### src/rtl/mbx_pkg.sv
// Package: status bit positions and reset value shared by the mailbox.
// Assumes a four-bit status word; bit order is decoded by software on both sides.
package mbx_pkg;
    localparam int ST_OBF = 0;
    localparam int ST_IBF = 1;
    localparam int ST_F0  = 2;
    localparam int ST_F1  = 3;
    localparam int ST_W   = 4;
    typedef logic [ST_W-1:0] mbx_status_t;
    localparam mbx_status_t ST_RESET = 4'hF;
endpackage

### src/rtl/mbx_flag.sv
// Module: one status flag with set-over-clear priority.
// Assumes set and clr are single-cycle strobes in the clk domain.
module mbx_flag #(
    parameter logic RST_VAL = 1'b1
) (
    input  logic clk,
    input  logic rst_n,
    input  logic set,
    input  logic clr,
    output logic q
);
    // Update the flag: reset value, then set wins over clear.
    always_ff @(posedge clk) begin
        if (!rst_n)   q <= RST_VAL;
        else if (set) q <= 1'b1;
        else if (clr) q <= 1'b0;
    end

    assert_set_wins_R10: assert property (@(posedge clk) disable iff (!rst_n)
        set |=> q);
    assert_clear_R4: assert property (@(posedge clk) disable iff (!rst_n)
        (clr && !set) |=> !q);
    assert_hold_R11: assert property (@(posedge clk) disable iff (!rst_n)
        (!set && !clr) |=> $stable(q));
endmodule

### src/rtl/mbx_buffer.sv
// Module: one holding register; INV_IN selects storing the complement.
// Assumes load is a single-cycle strobe; contents clear to zero on reset.
module mbx_buffer #(
    parameter int W      = 8,
    parameter bit INV_IN = 1'b0
) (
    input  logic         clk,
    input  logic         rst_n,
    input  logic         load,
    input  logic [W-1:0] din,
    output logic [W-1:0] q
);
    logic [W-1:0] din_sel;

    generate
        if (INV_IN) begin : g_inv
            // Active-low source: keep the complement.
            always_comb din_sel = ~din;
        end else begin : g_pass
            // Active-high source: keep the value as given.
            always_comb din_sel = din;
        end
    endgenerate

    // Load the register on the strobe.
    always_ff @(posedge clk) begin
        if (!rst_n)    q <= '0;
        else if (load) q <= din_sel;
    end

    assert_buf_hold_R11: assert property (@(posedge clk) disable iff (!rst_n)
        !load |=> $stable(q));
endmodule

### src/rtl/mbx_mailbox.sv
// Module: two-way byte mailbox between a host and an I/O controller.
// Assumes one clock domain and single-cycle strobes; set beats clear per flag.
module mbx_mailbox
    import mbx_pkg::*;
#(
    parameter int DW = 8
) (
    input  logic          clk,
    input  logic          rst_n,
    input  logic          h_wr_data,
    input  logic          h_wr_cmd,
    input  logic [DW-1:0] h_wdata,
    input  logic          h_rd_data,
    output logic [DW-1:0] h_rdata,
    output logic [ST_W-1:0] h_status,
    input  logic          c_wr_data,
    input  logic          c_addr0,
    input  logic [DW-1:0] c_wdata,
    input  logic          c_rd_data,
    output logic [DW-1:0] c_rdata,
    output logic [DW-1:0] c_status,
    input  logic          c_f0_wr,
    input  logic          c_f1_set,
    input  logic          c_f1_clr
);
    localparam int PAD_W = DW - ST_W;

    mbx_status_t set_v, clr_v, stat_q;
    logic [DW-1:0] ibuf_q, obuf_q;
    logic host_wr;

    // Decode every strobe into per-flag set and clear requests.
    always_comb begin
        host_wr       = h_wr_data | h_wr_cmd;
        set_v         = '0;
        clr_v         = '0;
        set_v[ST_OBF] = c_wr_data & ~c_addr0;
        clr_v[ST_OBF] = h_rd_data | (c_wr_data & c_addr0);
        set_v[ST_IBF] = host_wr;
        clr_v[ST_IBF] = c_rd_data;
        set_v[ST_F0]  = c_f0_wr & c_addr0;
        clr_v[ST_F0]  = c_f0_wr & ~c_addr0;
        set_v[ST_F1]  = h_wr_cmd | c_f1_set;
        clr_v[ST_F1]  = h_wr_data | c_f1_clr;
    end

    genvar gi;
    generate
        for (gi = 0; gi < ST_W; gi++) begin : g_flag
            mbx_flag #(.RST_VAL(ST_RESET[gi])) u_flag (
                .clk(clk), .rst_n(rst_n),
                .set(set_v[gi]), .clr(clr_v[gi]), .q(stat_q[gi])
            );
        end
    endgenerate

    mbx_buffer #(.W(DW), .INV_IN(1'b0)) u_ibuf (
        .clk(clk), .rst_n(rst_n), .load(host_wr), .din(h_wdata), .q(ibuf_q)
    );
    mbx_buffer #(.W(DW), .INV_IN(1'b1)) u_obuf (
        .clk(clk), .rst_n(rst_n), .load(c_wr_data), .din(c_wdata), .q(obuf_q)
    );

    // Present each side's view of buffers and status.
    always_comb begin
        h_rdata  = obuf_q;
        c_rdata  = ~ibuf_q;
        h_status = stat_q;
        c_status = {{PAD_W{1'b1}}, ~stat_q};
    end

    assert_ibf_set_R2: assert property (@(posedge clk) disable iff (!rst_n)
        (h_wr_data || h_wr_cmd) |=> h_status[ST_IBF]);
    assert_f1_data_R2: assert property (@(posedge clk) disable iff (!rst_n)
        (h_wr_data && !h_wr_cmd && !c_f1_set) |=> !h_status[ST_F1]);
    assert_f1_cmd_R3: assert property (@(posedge clk) disable iff (!rst_n)
        h_wr_cmd |=> h_status[ST_F1]);
    assert_obf_rd_R4: assert property (@(posedge clk) disable iff (!rst_n)
        (h_rd_data && !(c_wr_data && !c_addr0)) |=> !h_status[ST_OBF]);
    assert_ibf_rd_R5: assert property (@(posedge clk) disable iff (!rst_n)
        (c_rd_data && !h_wr_data && !h_wr_cmd) |=> !h_status[ST_IBF]);
    assert_rdata_R5: assert property (@(posedge clk) disable iff (!rst_n)
        (h_wr_data || h_wr_cmd) |=> (c_rdata == ~$past(h_wdata)));
    assert_obuf_R6: assert property (@(posedge clk) disable iff (!rst_n)
        c_wr_data |=> (h_rdata == ~$past(c_wdata)));
    assert_obf_set_R6: assert property (@(posedge clk) disable iff (!rst_n)
        (c_wr_data && !c_addr0) |=> h_status[ST_OBF]);
    assert_f0_R7: assert property (@(posedge clk) disable iff (!rst_n)
        c_f0_wr |=> (h_status[ST_F0] == $past(c_addr0)));
    assert_f1_clr_R8: assert property (@(posedge clk) disable iff (!rst_n)
        (c_f1_clr && !c_f1_set && !h_wr_cmd) |=> !h_status[ST_F1]);
endmodule

### config.mk
export PLATFORM = sky130hd
export DESIGN_NAME = mbx_mailbox
export DESIGN_NICKNAME = d
export VERILOG_FILES = /design/src/rtl/mbx_pkg.sv /design/src/rtl/mbx_flag.sv /design/src/rtl/mbx_buffer.sv /design/src/rtl/mbx_mailbox.sv
export SDC_FILE = /design/constraint.sdc
export NUM_CORES = 1
export LEC_CHECK = 0
export ABC_AREA = 0
export BUFFER_PORTS_ARGS = -buffer_cell sky130_fd_sc_hd__buf_4
export CAP_MARGIN = 20
export CORE_MARGIN = 1
export CORE_UTILIZATION = 44
export CTS_CLUSTER_SIZE = 25
export DETAILED_ROUTE_END_ITERATION = 10
export PLACE_DENSITY = 0.83
export SYNTH_ARGS = -nofsm -noshare
export SYNTH_HDL_FRONTEND = slang
export SYNTH_HIERARCHICAL = 1
export SYNTH_SLANG_ARGS = --single-unit
### constraint.sdc
create_clock -name clk -period 2.09 [get_ports clk]
set_input_delay 0.209 -clock clk [delete_from_list [all_inputs] [get_ports clk]]
set_output_delay 0.209 -clock clk [all_outputs]
set_load 0.05 [all_outputs]
==> reports/qor.log <==
INFO  clocking       clock_latency=0.30ns
INFO  grt            groute.usage.overall=17.4%
INFO  clocking       number_of_sinks_driven_by_the_clock_tree=20
INFO  synthesis      yosys.cell_types.count=15
INFO  synthesis      ys.warnings.count=6
INFO  synthesis      synth_sequential_area_ratio=46.7%
INFO  die            initial_core_util=48.1%
INFO  outcome        run_status=finished clean
INFO  die            pin_count=55
INFO  finish         mostFrequentLayoutCell=buf_4
INFO  timing         fin_skew=0ns
INFO  worst_setup_path required=1.88ns
INFO  clocking       cts.path.max_buffers=2
INFO  timing         fmaxAchievable=0.896GHz
INFO  worst_setup_path critPathSlowestCell=dfxtp_1
INFO  worst_setup_path worst_setup_path_end_kind=output port
INFO  grt            number_of_antenna_violations_at_the_first_check_in_global_routing=0
INFO  worst_setup_path worstPathArrival=0.91ns
INFO  synthesis      synth.cell_area=857µm²
INFO  timing         timing.setup.tns=0ns
INFO  detailed_routing dr_total_vias=713
INFO  detailed_routing postRouteAntennaNets=0
INFO  die            fp.dieArea=2130µm²
INFO  pwr            finalPower=0.000988W
INFO  clocking       cts_root_buf=clkbuf_4
INFO  grt            grt_pass1_vias=635
INFO  worst_setup_path worst_path_class_setup=reg2out
INFO  synthesis      syn_area_cell=9.74µm²
INFO  die            chipWidth=46.1µm
INFO  timing         postLayoutSetupSlackWorst=0.974ns
INFO  timing         final-setup-viol-count=0
INFO  worst_setup_path cp-start-kind=flop
INFO  clocking       tritoncts_clock_tree=built
INFO  clocking       tritoncts.num_buffers=3
INFO  detailed_routing route.detailed.wl_per_inst=11.0µm
INFO  timing         period_share=53.4%
INFO  detailed_routing avgViaCountPerCell=4.40
INFO  synthesis      ys_top_cells_by_area=dfxtp_1 47%, mux2i_1 9.3%, o211a_1 9.3%
INFO  die            fp-row-count=15
INFO  die            core_region_area=1780µm²
INFO  finish         antenna_cells=0
INFO  detailed_routing firstDrtPassIters=4
INFO  pwr            p_leak=0.718nW
INFO  timing         final.min_clock_period=1.12ns
INFO  min_path       hp-class=in2reg
INFO  finish         final_layout_size_suffix_gt1_share=39.4%
INFO  clocking       h_tree_levels=1
INFO  placed_design  port_buffers=50
INFO  timing         timing.final.hold_violations=0
INFO  synthesis      synth_top_area_cell=dfxtp_1
INFO  placed_design  hpwlAfterDp=1.34mm
INFO  finish         layout_common_cells=50 x buf_4, 20 x dfxtp_1, 12 x inv_1
INFO  detailed_routing initialDrtViolationCount=7
INFO  finish         area_growth_syn_to_layout=47.0%
INFO  clocking       cts.repair.resized=0
INFO  synthesis      synth.ff_latch_count=20
INFO  grt            globalRouteOverflowTotal=0
INFO  worst_setup_path critical_path.max_fanout=3
INFO  grt            wire_length_of_the_first_global_routing_pass=2.61mm
INFO  detailed_routing drc_errors=0
INFO  worst_setup_path max_stage_delay=0.37ns
INFO  pwr            power.density=784nW/µm²
INFO  detailed_routing route.final.wire_length=1.78mm
INFO  synthesis      proportion_of_netlist_area_held_by_the_largest_area_contributor=46.7%
INFO  finish         num-nets-final=165
INFO  timing         grt_setup_unrepaired=false
INFO  clocking       cts.clk_slew.worst_paths=0.12ns
INFO  job            max_cap_violations=0
INFO  die            die_y=46.1µm
INFO  clocking       cts_setup_buffers=0
INFO  worst_setup_path timing.critical_path.cells=inv_1 -> buf_4
INFO  synthesis      syn_inst=88
INFO  pwr            ir_worst_vdd=519µV
INFO  clocking       cts.hold.buffers_added=0
INFO  grt            grt_max_degree=21
INFO  timing         slew_violations=0
INFO  placed_design  finalWeightedCongestion=0.695
INFO  timing         holdWs=0.157ns
INFO  placed_design  dp_slack=0.958ns
[registers in the layout (all words and copies together) (netlist names)]
name	count
u_obuf/q	8
u_ibuf/q	8
g_flag.u_flag/q	4
[power breakdown]
group          switching [W]  internal [W]  total (W)  leakage (nW)
clock               0.000119      0.000194   0.000312        0.0279
sequential         0.0000134      0.000406   0.000419         0.166
combinational       0.000162     0.0000953   0.000257         0.525
[worst paths after layout]
path | to | slack [ns] | depth (start not counted) | start
worst max-delay path | c_status[0] | 0.97 | 2 | g_flag[0].u_flag/q
worst min-delay path | u_obuf/q[6] | 0.16 | 3 | c_wdata[6]
worst max register to register | u_ibuf/q[3] | 1.44 | 2 | u_ibuf/q[3]
worst min register to register | u_obuf/q[2] | 0.50 | 1 | u_obuf/q[2]
[synthesized netlist by cell type, drive strengths merged]
master,instances
a21o,1
and2,1
buf,8
conb,1
dfxtp,20
inv,12
mux2i,8
nand2,8
nand2b,4
nand3b,4
nor2b,10
o211a,8
or2,3
[final cells by class]
type / count / area [µm²]
multi-input combinational: 51 / 355
fill: 154 / 523
tap: 25 / 31.3
timing repair buffer: 50 / 375
clock buffer: 3 / 22.5
inverter: 12 / 45.0
sequential: 20 / 400
clock inverter: 1 / 30.0
[worst max-delay path, delay by kind of cell (launching register included)]
kind / cells / cell delay, ns
buffers and inverters: 2 / 0.23
flip-flops: 1 / 0.37
[through the flow]
stage | std cells | utilization (%) | area (µm²)
2_1_floorplan | 91 | - | 868
3_3_place_gp | 158 | 67.7 | 1210
3_5_place_dp | 158 | 67.7 | 1210
4_1_cts | 162 | 70.7 | 1260
5_1_grt | 162 | 70.7 | 1260
6_report | 162 | 70.7 | 1260
[cells by family (layout without fill, tap and decap cells)]
group | after synthesis | in the layout | synth area share, %
compound gates | 9 | 9 | 10.2
buf+inv | 20 | 66 | 13.1
flops | 20 | 20 | 46.7
mux | 8 | 8 | 9.34
other cells | 1 | 4 | 0.438
simple gates | 30 | 30 | 20.1
[layer usage]
metal	part of all wire (%)	global-route usage, %
met1	42	20.5
met2	49	29.3
met3	8.8	5.10
met4	0	7.06
met5	0	0
Power figures use the tool's default switching activity.
